`src/rtl/cmpclr_pkg.sv`:
```
package cmpclr_pkg;

  typedef enum logic [1:0] {
    TRG_OFF   = 2'd0,
    TRG_SLOW  = 2'd1,
    TRG_EVENT = 2'd2,
    TRG_RSVD  = 2'd3
  } trig_mode_e;

  typedef enum logic [1:0] {
    CMP_LE   = 2'd0,
    CMP_GE   = 2'd1,
    CMP_WIN  = 2'd2,
    CMP_RSVD = 2'd3
  } cmp_mode_e;

endpackage

```
`src/rtl/cmpclr_prescaler.sv`:
```
// Divides the slow-clock tick by 2^code; restarts on request.
module cmpclr_prescaler #(
  parameter int PRESC_W = 2
) (
  input  logic               clk,
  input  logic               rst,
  input  logic               slow_tick,
  input  logic               enable,
  input  logic               restart,
  input  logic [PRESC_W-1:0] code,
  output logic               fire
);
  localparam int CNT_W = (1 << PRESC_W) - 1;

  logic [CNT_W-1:0] cnt_q;
  logic [CNT_W-1:0] limit;
  logic             at_limit;
  logic             counting;

  always_comb begin
    limit    = CNT_W'((32'd1 << code) - 32'd1);
    at_limit = (cnt_q == limit);
    counting = enable && !restart && slow_tick;
    fire     = counting && at_limit;
  end

  always_ff @(posedge clk) begin
    if (rst) begin
      cnt_q <= '0;
    end else if (restart || !enable) begin
      cnt_q <= '0;
    end else if (counting) begin
      cnt_q <= at_limit ? '0 : cnt_q + 1'b1;
    end
  end
endmodule

```
`src/rtl/cmpclr_event.sv`:
```
// Selects one event channel, applies polarity, detects rising edges
// and produces the registered count-gate level.
module cmpclr_event #(
  parameter int NCH   = 6,
  parameter int SEL_W = 3
) (
  input  logic             clk,
  input  logic             rst,
  input  logic [NCH-1:0]   ev_in,
  input  logic [SEL_W-1:0] ev_sel,
  input  logic             ev_invert,
  input  logic             gate_en,
  output logic             rise,
  output logic             count_gate
);
  logic sel_valid;
  logic lvl;
  logic lvl_q;

  always_comb begin
    sel_valid = (32'(ev_sel) < NCH);
    lvl       = sel_valid ? (ev_in[ev_sel] ^ ev_invert) : 1'b0;
    rise      = lvl && !lvl_q;
  end

  always_ff @(posedge clk) begin
    if (rst) begin
      lvl_q      <= 1'b0;
      count_gate <= 1'b1;
    end else begin
      lvl_q      <= lvl;
      count_gate <= gate_en ? lvl : 1'b1;
    end
  end
endmodule

```
`src/rtl/cmpclr_compare.sv`:
```
// Combinational compare of count against top value or window bounds.
module cmpclr_compare
  import cmpclr_pkg::*;
#(
  parameter int CW = 16
) (
  input  logic [CW-1:0] count,
  input  logic [CW-1:0] top_val,
  input  logic [1:0]    mode,
  output logic          hit
);
  localparam int HALF = CW / 2;

  logic [CW-1:0] win_hi;
  logic [CW-1:0] win_lo;
  cmp_mode_e     m;

  always_comb begin
    m      = cmp_mode_e'(mode);
    win_hi = CW'(top_val[CW-1:HALF]);
    win_lo = CW'(top_val[HALF-1:0]);
    unique case (m)
      CMP_LE:  hit = (count <= top_val);
      CMP_GE:  hit = (count >= top_val);
      CMP_WIN: hit = (count <= win_hi) && (count >= win_lo);
      default: hit = 1'b0;
    endcase
  end
endmodule

```
`src/rtl/cmpclr_unit.sv`:
```
module cmpclr_unit
  import cmpclr_pkg::*;
#(
  parameter int CW      = 16,
  parameter int NCH     = 6,
  parameter int SEL_W   = 3,
  parameter int PRESC_W = 2
) (
  input  logic               clk,
  input  logic               rst,
  input  logic               slow_tick,
  input  logic [CW-1:0]      count,
  input  logic [CW-1:0]      top_val,
  input  logic [1:0]         trig_mode,
  input  logic [PRESC_W-1:0] presc,
  input  logic [1:0]         cmp_mode,
  input  logic [NCH-1:0]     ev_in,
  input  logic [SEL_W-1:0]   ev_sel,
  input  logic               ev_invert,
  input  logic               gate_en,
  input  logic               flag_clr,
  output logic               clear_pulse,
  output logic               match_flag,
  output logic               count_gate
);
  trig_mode_e         tm;
  logic [1:0]         mode_q;
  logic [PRESC_W-1:0] presc_q;
  logic               restart;
  logic               slow_fire;
  logic               ev_rise;
  logic               hit;
  logic               trig;
  logic               match;

  always_comb begin
    tm      = trig_mode_e'(trig_mode);
    restart = (trig_mode != mode_q) || (presc != presc_q);
  end

  always_ff @(posedge clk) begin
    if (rst) begin
      mode_q  <= '0;
      presc_q <= '0;
    end else begin
      mode_q  <= trig_mode;
      presc_q <= presc;
    end
  end

  cmpclr_prescaler #(.PRESC_W(PRESC_W)) u_presc (
    .clk       (clk),
    .rst       (rst),
    .slow_tick (slow_tick),
    .enable    (tm == TRG_SLOW),
    .restart   (restart),
    .code      (presc),
    .fire      (slow_fire)
  );

  cmpclr_event #(.NCH(NCH), .SEL_W(SEL_W)) u_event (
    .clk        (clk),
    .rst        (rst),
    .ev_in      (ev_in),
    .ev_sel     (ev_sel),
    .ev_invert  (ev_invert),
    .gate_en    (gate_en),
    .rise       (ev_rise),
    .count_gate (count_gate)
  );

  cmpclr_compare #(.CW(CW)) u_cmp (
    .count   (count),
    .top_val (top_val),
    .mode    (cmp_mode),
    .hit     (hit)
  );

  always_comb begin
    unique case (tm)
      TRG_SLOW:  trig = slow_fire;
      TRG_EVENT: trig = ev_rise;
      default:   trig = 1'b0;
    endcase
    match = trig && hit;
  end

  always_ff @(posedge clk) begin
    if (rst) begin
      clear_pulse <= 1'b0;
      match_flag  <= 1'b0;
    end else begin
      clear_pulse <= match;
      if (match)         match_flag <= 1'b1;
      else if (flag_clr) match_flag <= 1'b0;
    end
  end
endmodule

```
`config.mk`:
```
export PLATFORM = sky130hd
export DESIGN_NAME = cmpclr_unit
export DESIGN_NICKNAME = d
export VERILOG_FILES = /design/src/rtl/cmpclr_pkg.sv /design/src/rtl/cmpclr_prescaler.sv /design/src/rtl/cmpclr_event.sv /design/src/rtl/cmpclr_compare.sv /design/src/rtl/cmpclr_unit.sv
export SDC_FILE = /design/constraint.sdc
export NUM_CORES = 1
export LEC_CHECK = 0
export BUFFER_PORTS_ARGS = -buffer_cell sky130_fd_sc_hd__buf_2
export CAP_MARGIN = 0
export CORE_ASPECT_RATIO = 0.7
export CORE_MARGIN = 2
export CORE_UTILIZATION = 46
export DETAILED_ROUTE_END_ITERATION = 6
export GPL_TIMING_DRIVEN = 0
export PLACE_DENSITY = 0.86
export SKIP_LAST_GASP = 1
export SLEW_MARGIN = 5
export SYNTH_ARGS = -nofsm -noshare
export SYNTH_HDL_FRONTEND = slang
export SYNTH_SLANG_ARGS = --single-unit
export TNS_END_PERCENT = 30
```
`constraint.sdc`:
```
create_clock -name clk -period 2.15 [get_ports clk]
set_clock_uncertainty 0.2 [all_clocks]
set_input_delay 0.1075 -clock clk [delete_from_list [all_inputs] [get_ports clk]]
set_output_delay 0.1075 -clock clk [all_outputs]
set_load 0.01 [all_outputs]
```
==> results.tsv, run 1 <==
stage	metric	value	unit
status	outcome	finished, final reports clean	
routing	WL/cell	12.06	um
power	Leak	0.8509	nW
sta	Final Hold Fails	0	
setup_path	largest fanout on the critical path	4	
sta	Period minus WS final	2.056	ns
synthesis	Syn Nets	226	
setup_path	Critical path origin	presc[1]	
synthesis	Syn. warnings	0	
setup_path	Critical Path AT	1.98	ns
routing	drt first pass iters	4	
sta	Worst-Margin Slew	0.4404	ns
floorplan	IO Pins	56	
global_route	first-pass GRT wire length	4.588	mm
synthesis	Synth Flop Type	dfxtp_1	
synthesis	FFs w/ async S/R, synth	0	%
cells_and_area	Ant. Diodes	0	
clock_network	CTS Buffer Depth	2	
flow_run	max_cap viols	0	
clock_network	H-tree Lvls	1	
global_route	gr ovfl total	0	
floorplan	Core Box Area	2459	um^2
routing	via count	1252	
synthesis	EDFF count, synth	0	
floorplan	die width	64.79	um
setup_path	critical path capture point type	register	
routing	DRC violation count after routing	0	
global_route	vias in the first global route	1112	
cells_and_area	Final Non-Filler Cells	247	
setup_path	crit-path cells	dlygate4sd3_1, buf_2, xor2_1, nor3_2, nand4_1, buf_4, nor2_1, xnor2_1, nor2_1	
synthesis	sequential fraction of the synthesis area	18.51	%
sta	max-slew violation count	0	
floorplan	row count	15	
setup_path	Worst path slowest cell	dlygate4sd3_1	
setup_path	max incr delay on CP	0.54	ns
placed_design	HPWL Detailed	2.492	mm
setup_path	crit path kind	input port to register	
global_route	initial antenna violation count	0	
setup_path	FF-to-FF End	u_presc.cnt_q[2]	
placed_design	Cells after DPL	234	
synthesis	syn_area_per_cell	8.150	um^2
global_route	largest net degree at the start of global routing	11	
power	Final Power	0.0006406	W
floorplan	Die Height	46.55	um
sta	maximum clock frequency	0.4864	GHz
hold_path	Hold Crit Depth	3	
routing	Via density	5.069	
floorplan	starting density of the core	48.40	%
hold_path	worst hold path type	input port to register	
power	VDD IR max	0.2771	mV
setup_path	worst reg-to-reg setup slack	0.36	ns
clock_network	root buffer cell	clkbuf_8	
sta	final setup vio count	0	
setup_path	FF-to-FF Start	presc_q[1]	
cells_and_area	final core utilization	66.56	%
cells_and_area	Fill cells	217	
clock_network	worst skew pair latency	0.24	ns
setup_path	CP Data Required Time	2.07	ns
setup_path	CP Launch Type	input port	
hold_path	hold wc startpoint	ev_sel[1]	
setup_path	worst reg-to-reg path cell count	7	
clock_network	Worst-path clk slew	0.05	ns
synthesis	Post-Syn Area	1190	um^2
setup_path	most used cell, CP	nor2_1	
floorplan	die area	3016	um^2
routing	initial DRC count	74	
sta	Rel. slew slack	70.64	%
clock_network	clock buffer count from CTS	3	
cells_and_area	Final Net Count	294	
cells_and_area	area delta synth->final	37.54	%
sta	final hold slack	0.04603	ns
synthesis	Yosys cell types	34	
setup_path	CP endpoint	u_presc.cnt_q[2]	
synthesis	Syn Inst Count	146	
power	Power Dens Cells	391.4	nW/um^2
routing	Final ANT Viol Nets	0	
global_route	GRT Overall Usage	20.39	%
cells_and_area	share of layout cells above drive strength 1	29.58	%
sta	Tcrit/Tclk final	95.62	%
synthesis	number of synthesized register bits	11	
placed_design	IO Port Bufs	54	
routing	Routed WL	2.980	mm
clock_network	CTS sink cnt	11	
clock_network	CTS tree	done	
placed_design	RePlAce Congestion	0.7733	
-- worst min-delay path by stage --
stage and end:
2_1_floorplan presc_q[0], 3_3_place_gp match_flag, 3_5_place_dp match_flag, 4_1_cts mode_q[1], 5_1_grt u_event.count_gate, 6_report u_event.count_gate
-- where the power goes --
part	internal, W	switching (W)	total [W]
Clock	0.000130	0.0000784	0.000209
Combinational	0.000110	0.000108	0.000218
Sequential	0.000212	0.00000242	0.000214
Total	0.000452	0.000188	0.000641
-- synthesized netlist by cell type, types with 2 or more instances --
library cell | instances | area, um^2
mux2i_1 | 2 | 20.02
o21ai_0 | 5 | 25.02
ha_1 | 27 | 337.8
xor2_1 | 6 | 52.55
or3_1 | 2 | 12.51
a211oi_1 | 2 | 15.01
xnor2_1 | 3 | 26.28
nand4b_1 | 2 | 17.52
o211ai_1 | 3 | 22.52
nor4_1 | 3 | 18.77
dfxtp_1 | 11 | 220.2
inv_1 | 22 | 82.58
nor2_1 | 13 | 48.80
nor2b_1 | 5 | 31.28
nand4_1 | 6 | 37.54
nor3_1 | 2 | 10.01
nand3_1 | 2 | 10.01
o21ai_1 | 2 | 10.01
nand2_1 | 5 | 18.77
a21oi_1 | 9 | 45.04
-- cell usage in the layout, fill, tap and decap left out, drive strengths merged, types with 2 or more instances in the layout --
master,count
nor3,3
mux2i,2
o211ai,3
nand2,5
nor2b,5
clkbuf,5
inv,22
nor2,13
nand4,6
or3,2
xor2,6
nor4,3
buf,57
a211oi,2
o21ai,7
nand4b,2
nand3,2
xnor2,3
dfxtp,11
dlygate4sd3,6
ha,27
a21oi,9
-- through the flow --
stage | setup TNS [ns] | area [um^2] | worst slack [ns]
after CTS | 0 | 1608 | 0.1371
after floorplan | 0 | 1190 | 0.4946
final | 0 | 1637 | 0.09420
after global placement | 0 | 1503 | 0.1303
after global routing | -0.03475 | 1637 | -0.03475
after detailed placement | 0 | 1503 | 0.1475
-- routing by layer --
metal,vias up,wire length (um),global-route usage (%)
met5,-,0,0
met3,11,226,3.912
met1,525,1385,26.02
met2,54,1278,34.85
li1,662,-,-
met4,0,89,7.660
-- state kept, by name (all words and copies together) (netlist names) --
name	cells
mode_q	2
clear_pulse	1
match_flag	1
u_presc.cnt_q	3
u_event.lvl_q	1
u_event.count_gate	1
presc_q	2
-- kinds of logic after synthesis --
logic type | Yosys count | share of synthesized area [%]
AOI/OAI and AO/OA | 30 | 16.09
DFF | 11 | 18.51
xor gates and xnor gates | 9 | 6.625
and+or+nand+nor | 43 | 19.56
adders and majority gates | 27 | 28.39
muxes | 3 | 3.575
buffers and inverters | 23 | 7.255
-- cell type report --
type,instances,area [um^2],share of cell area [%]
plain buffers,1,3.754,0.2294
clock buffers,4,45.04,2.752
inverters,22,82.58,5.046
multi-input cells,112,889.6,54.36
flip-flops and latches,11,220.2,13.46
well taps,34,42.54,2.599
repair buffers,63,352.8,21.56
-- critical path: cells and delay by family --
family,cells,cell delay (ns)
xor+xnor,2,0.30
simple gates,4,0.67
buf+inv,3,0.91
-- repair_timing --
item | CTS | global route
resized for setup | 0 | 1
buffers inserted | 0 | 3
setup endpoints to repair | 0 | 2
endpoints found under the hold margin | 6 | 0
hold buffers | 6 | 0
(Power assumes the default switching activity.)
==> inputs of run 2 (changes only) <==
--- a/config.mk
+++ b/config.mk
@@ -9,10 +9,10 @@
 export CAP_MARGIN = 0
 export CORE_ASPECT_RATIO = 0.7
 export CORE_MARGIN = 2
-export CORE_UTILIZATION = 46
+export CORE_UTILIZATION = 45
 export DETAILED_ROUTE_END_ITERATION = 6
 export GPL_TIMING_DRIVEN = 0
-export PLACE_DENSITY = 0.86
+export PLACE_DENSITY = 0.85
 export SKIP_LAST_GASP = 1
 export SLEW_MARGIN = 5
 export SYNTH_ARGS = -nofsm -noshare
==> run 2 against run 1 <==
First-iteration DRC count is 34% lower. Worst setup slack improved by 0.13 ns. Via count grew 0.96%. Clock-buffer cell count unchanged. Combinational power is essentially flat. Critical endpoint unchanged.
==> results.tsv, run 2 (same netlist as run 1, synthesis figures left out) <==
stage	metric	value	unit
power	VDD IR max	0.2561	mV
global_route	largest net degree at the start of global routing	11	
routing	drt first pass iters	4	
routing	DRC violation count after routing	0	
cells_and_area	Ant. Diodes	0	
placed_design	RePlAce Congestion	0.7851	
setup_path	CP Launch Type	input port	
global_route	vias in the first global route	1047	
routing	WL/cell	11.95	um
sta	Worst-Margin Slew	0.4475	ns
floorplan	Core Box Area	2477	um^2
sta	Tcrit/Tclk final	89.65	%
routing	Via density	5.138	
routing	via count	1264	
clock_network	root buffer cell	clkbuf_8	
setup_path	Critical Path AT	1.86	ns
floorplan	starting density of the core	48.03	%
flow_run	max_cap viols	0	
power	Leak	0.8467	nW
setup_path	crit path kind	input port to register	
clock_network	CTS tree	done	
global_route	gr ovfl total	0	
setup_path	critical path capture point type	register	
sta	Fin Setup TNS	0	ns
clock_network	CTS sink cnt	11	
global_route	first-pass GRT wire length	4.429	mm
cells_and_area	max reg flops	3	
sta	final hold slack	0.03451	ns
sta	max-slew violation count	0	
routing	initial DRC count	49	
power	Final Power	0.0006418	W
status	outcome	finished, final reports clean	
power	Power Dens Cells	394.0	nW/um^2
floorplan	row count	15	
sta	Rel. slew slack	70.16	%
floorplan	IO Pins	56	
setup_path	max incr delay on CP	0.53	ns
sta	Period minus WS final	1.928	ns
cells_and_area	most common cell after layout, fill and taps aside	buf_2	
cells_and_area	top flop regs	u_presc.cnt_q x3, mode_q x2, presc_q x2	
cells_and_area	Final Net Count	293	
clock_network	CTS Buffer Depth	2	
placed_design	HPWL Detailed	2.463	mm
placed_design	IO Port Bufs	54	
sta	final setup vio count	0	
cells_and_area	most frequent cells in the layout	54 x buf_2, 27 x ha_1, 22 x inv_1	
setup_path	most used cell, CP	nor2_1	
routing	Routed WL	2.940	mm
cells_and_area	Fill cells	228	
setup_path	Buf/Inv on CP	3	
sta	Final Hold Fails	0	
global_route	GRT Overall Usage	19.03	%
floorplan	die area	3078	um^2
setup_path	crit-path cells	dlygate4sd3_1, buf_2, xor2_1, nor3_2, nand4_1, buf_4, nor2_1, xnor2_1, nor2_1	
setup_path	CP Data Required Time	2.08	ns
setup_path	largest fanout on the critical path	5	
routing	Final ANT Viol Nets	0	
cells_and_area	area delta synth->final	36.91	%
clock_network	clock buffer count from CTS	3	
floorplan	die width	65.46	um
global_route	initial antenna violation count	0	
sta	maximum clock frequency	0.5188	GHz
sta	RSZ-0062 raised after global routing	no	
clock_network	Worst-path clk slew	0.05	ns
floorplan	Die Height	47.02	um
setup_path	Worst path slowest cell	dlygate4sd3_1	
hold_path	worst hold path type	input port to register	
setup_path	CP delay by family, top	buffers and inverters	
clock_network	worst skew pair latency	0.24	ns
cells_and_area	share of layout cells above drive strength 1	29.25	%
clock_network	H-tree Lvls	1	
cells_and_area	most flop-heavy register	u_presc.cnt_q	
-- run 2: cell types whose count changed in the layout (fill, tap and decap cells not counted) --
cell,previous run,this run
buf_4,3,2
-- run 2: what timing repair did --
item	4_1_cts	5_1_grt
hold buffers	6	0
setup buffers	0	2
resized for setup	0	1
hold endpoints to repair	6	0
setup endpoints to repair	0	2
-- run 2: tightest hold or removal path: stages --
cell    delay, ns
buf_2        0.08
o21a_1       0.15
or3b_1       0.10
-- run 2: worst paths after layout --
kind,startpoint,to,slack [ns],depth (start not counted)
worst min-delay path,ev_sel[1],u_event.count_gate,0.03,3
worst max-delay path,presc[0],u_presc.cnt_q[2],0.22,9
worst min register to register,match_flag,match_flag,0.24,2
worst max register to register,presc_q[0],u_presc.cnt_q[2],0.50,7
-- run 2: cell type report --
type                            count  area, um^2  share of cell area (%)
Buffer                              1       3.754                  0.2304
Clock buffer                        4       45.04                   2.765
Inverter                           22       82.58                   5.069
Multi-Input combinational cell    112       889.6                   54.61
Sequential cell                    11       220.2                   13.52
Tap cell                           34       42.54                   2.611
Timing Repair Buffer               62       345.3                   21.20
-- run 2: through the flow --
step                worst slack (ns)  cells  area, um^2  util (%)
finish                        0.2225    246        1629     65.76
global route                 0.07495    246        1629     65.76
floorplan                     0.4946    146        1190         -
global placement              0.1354    234        1503     60.66
CTS                           0.1798    244        1608     64.90
detailed placement           0.08853    234        1503     60.66
-- run 2: per-layer routing --
| metal | vias up | GRT usage (%) | share of wire [%] |
|---|---|---|---|
| li1 | 658 | - | - |
| met1 | 560 | 27.06 | 48 |
| met5 | - | 0 | 0 |
| met4 | 0 | 3.750 | 1.4 |
| met2 | 42 | 30.41 | 44 |
| met3 | 4 | 4.077 | 6.7 |
-- run 2: where the power goes --
group / internal [W] / switching, W / leakage [nW] / total [W]
Sequential: 0.000212 / 0.00000232 / 0.0902 / 0.000214
Clock: 0.000130 / 0.0000799 / 0.0228 / 0.000210
Combinational: 0.000110 / 0.000107 / 0.734 / 0.000218
Total: 0.000452 / 0.000189 / 0.847 / 0.000642
==> inputs of run 3 (changes only) <==
--- a/config.mk
+++ b/config.mk
@@ -5,6 +5,8 @@
 export SDC_FILE = /design/constraint.sdc
 export NUM_CORES = 1
 export LEC_CHECK = 0
+export ABC_AREA = 1
+export ABC_CLOCK_PERIOD_IN_PS = 2150
 export BUFFER_PORTS_ARGS = -buffer_cell sky130_fd_sc_hd__buf_2
 export CAP_MARGIN = 0
 export CORE_ASPECT_RATIO = 0.7
@@ -12,7 +14,7 @@
 export CORE_UTILIZATION = 45
 export DETAILED_ROUTE_END_ITERATION = 6
 export GPL_TIMING_DRIVEN = 0
-export PLACE_DENSITY = 0.85
+export PLACE_DENSITY = 0.83
 export SKIP_LAST_GASP = 1
 export SLEW_MARGIN = 5
 export SYNTH_ARGS = -nofsm -noshare
==> run 3 against run 2 <==
Hold slack got worse by 0.032 ns. Cell area increased by 6.0%. Sequential share of layout area decreased by 0.76 points. Critical path depth increased by 5. Sequential power about the same. Utilization decreased by 3.7 points. Final cell count increased by 24%.
==> results.tsv, run 3 <==
stage	metric	value	unit
status	outcome	finished, final reports clean	
setup_path	CP Launch Type	input port	
synthesis	Syn Nets	284	
cells_and_area	Final Non-Filler Cells	304	
setup_path	crit path kind	input port to register	
hold_path	hold wc startpoint	rst	
flow_run	max_cap viols	0	
power	Net Sw Power	0.0001997	W
sta	Fin Setup TNS	0	ns
placed_design	Cells after DPL	294	
synthesis	Syn Inst Count	204	
setup_path	max incr delay on CP	0.53	ns
clock_network	post-CTS setup buffers	0	
routing	drt first pass iters	4	
routing	via count	1408	
power	VDD IR max	0.1488	mV
setup_path	CP delay by family, top	buffers and inverters	
setup_path	worst reg-to-reg setup slack	0.55	ns
synthesis	Post-synth top cells	47 x nand2_1, 39 x inv_1, 27 x ha_1, 26 x nor2_1	
setup_path	Worst path slowest cell	dlygate4sd3_1	
synthesis	Post-Syn Area	1300	um^2
synthesis	EDFF count, synth	0	
sta	max-slew violation count	0	
clock_network	clock buffer count from CTS	3	
routing	WL/cell	9.997	um
clock_network	H-tree Lvls	1	
setup_path	most used cell, CP	nand2_1	
sta	Tcrit/Tclk final	93.80	%
cells_and_area	share of layout cells above drive strength 1	24.63	%
global_route	initial antenna violation count	0	
synthesis	syn_area_per_cell	6.373	um^2
placed_design	worst slack, placed	0.4225	ns
setup_path	worst reg-to-reg path cell count	9	
sta	Final WS setup	0.1333	ns
clock_network	CTS tree	done	
clock_network	CTS sink cnt	11	
synthesis	Synth Flop Type	dfxtp_1	
global_route	gr ovfl total	0	
placed_design	HPWL Detailed	2.496	mm
clock_network	root buffer cell	clkbuf_8	
sta	RSZ-0062 raised after global routing	no	
synthesis	number of synthesized register bits	11	
setup_path	FF-to-FF Start	mode_q[1]	
setup_path	crit-path cells	dlygate4sd3_1, buf_2, inv_1, ha_1, inv_1, a21oi_2, nand2_1, nor3_4, nand2_2, inv_2, nand2_2, a21oi_2, nand2_1, nand2_1	
synthesis	Synth top area share	25.99	%
floorplan	Core Box Area	2783	um^2
synthesis	Synth area leaders	ha_1 26%, dfxtp_1 17%, nand2_1 14%	
setup_path	FF-to-FF End	match_flag	
synthesis	Syn. warnings	0	
synthesis	top-count cell post-synth	nand2_1	
power	Leak	1.025	nW
routing	initial DRC count	32	
hold_path	Hold Crit Depth	2	
sta	Worst-Margin Slew	0.3965	ns
routing	Via density	4.632	
setup_path	critical path depth	14	
routing	Routed WL	3.039	mm
power	Comb pwr share	34.5	%
sta	Rel. slew slack	73.29	%
synthesis	sequential fraction of the synthesis area	16.94	%
global_route	vias in the first global route	1304	
power	Power Dens Cells	374.9	nW/um^2
floorplan	die area	3342	um^2
sta	Period minus WS final	2.017	ns
placed_design	IO Port Bufs	54	
cells_and_area	Ant. Diodes	0	
sta	maximum clock frequency	0.4959	GHz
global_route	first-pass GRT wire length	5.092	mm
cells_and_area	area delta synth->final	32.82	%
clock_network	CTS Buffer Depth	2	
cells_and_area	most common cell after layout, fill and taps aside	buf_2	
floorplan	row count	16	
floorplan	Die Height	48.97	um
sta	Final Hold Fails	0	
setup_path	critical path capture point type	register	
power	switching share of total power	30.84	%
clock_network	worst skew pair latency	0.24	ns
clock_network	Worst-path clk slew	0.05	ns
setup_path	largest fanout on the critical path	4	
synthesis	dominant cell type by area after synthesis	ha_1	
routing	DRC violation count after routing	0	
cells_and_area	Final Net Count	349	
power	Seq pwr share	33.1	%
floorplan	die width	68.24	um
power	clock power share	32.4	%
synthesis	Yosys cell types	26	
power	internal power	0.0004477	W
global_route	largest net degree at the start of global routing	10	
placed_design	RePlAce Congestion	0.7862	
global_route	GRT Overall Usage	19.98	%
synthesis	FFs w/ async S/R, synth	0	%
sta	final setup vio count	0	
floorplan	starting density of the core	46.72	%
setup_path	Critical Path AT	2.00	ns
hold_path	worst hold path type	input port to register	
cells_and_area	max reg flops	3	
cells_and_area	most frequent cells in the layout	54 x buf_2, 47 x nand2_1, 39 x inv_1	
cells_and_area	most flop-heavy register	u_presc.cnt_q	
routing	Final ANT Viol Nets	0	
setup_path	Buf/Inv on CP	5	
setup_path	CP Data Required Time	2.13	ns
floorplan	IO Pins	56	
cells_and_area	top flop regs	u_presc.cnt_q x3, mode_q x2, presc_q x2	
hold_path	Worst Hold Endpoint	presc_q[1]	
[run 3: changes by cell type after synthesis, moves of 3 or more]
cell	before	now
xor2_1	6	2
nand3_1	2	10
nor2b_1	5	0
inv_1	22	39
nor2_1	13	26
nor4_1	3	0
nand2_1	5	47
o211ai_1	3	0
[run 3: layout make-up]
class	count	area, um^2
fillers	277	1056
multi-input cells	151	928.4
repair buffers	60	330.3
flip-flops and latches	11	220.2
inverters	41	153.9
clock buffers	4	45.04
well taps	36	45.04
plain buffers	1	3.754
[run 3: power by group through the flow]
stage | Sequential, W | Clock, W | Combinational, W
3_5_place_dp | 0.000218 | 0 | 0.000211
6_report | 0.000214 | 0.000210 | 0.000223
4_1_cts | 0.000214 | 0.000214 | 0.000222
5_1_grt | 0.000215 | 0.000226 | 0.000263
2_1_floorplan | 0.000218 | 0 | 0.000127
3_3_place_gp | 0.000218 | 0 | 0.000205
[run 3: per-layer routing]
| layer | GRT usage [%] | wire [um] | vias up |
|---|---|---|---|
| met4 | 6.000 | 51 | 0 |
| met1 | 24.65 | 1432 | 575 |
| met5 | 0 | 0 | - |
| met3 | 4.850 | 237 | 7 |
| li1 | - | - | 777 |
| met2 | 33.82 | 1317 | 49 |
[run 3: worst max-delay path by stage]
stage | startpoint | endpoint | slack [ns]
final | trig_mode[1] | match_flag | 0.13
after global routing | trig_mode[1] | match_flag | 0.009
after detailed placement | trig_mode[1] | match_flag | 0.42
after CTS | trig_mode[1] | match_flag | 0.13
after floorplan | top_val[11] | match_flag | 0.73
after global placement | trig_mode[1] | match_flag | 0.45
[run 3: timing repair]
item                                    CTS  global route
hold endpoints to repair                  6             0
hold buffers                              6             0
resized for setup                         0             1
endpoints found under the setup margin    0             4
[run 3: logic make-up after synthesis]
family | Yosys count | share of synthesized area, %
flip-flops | 11 | 16.94
XOR/XNOR | 3 | 2.022
AND/OR/NAND/NOR | 98 | 32.63
buffers and inverters | 42 | 12.13
adder cells (fa/ha/maj) | 27 | 25.99
AO/OA/AOI/OAI | 23 | 10.30
[run 3: per-stage QoR]
step	area, um^2	hold slack (ns)	power, W	utilization, %
floorplan	1300	-0.005749	0.0003448	-
global placement	1615	0.1016	0.0004223	58.05
detailed placement	1615	0.1060	0.0004294	58.05
CTS	1720	0.0001847	0.0006501	61.83
global route	1727	0.01951	0.0007035	62.05
finish	1727	0.002904	0.0006474	62.05
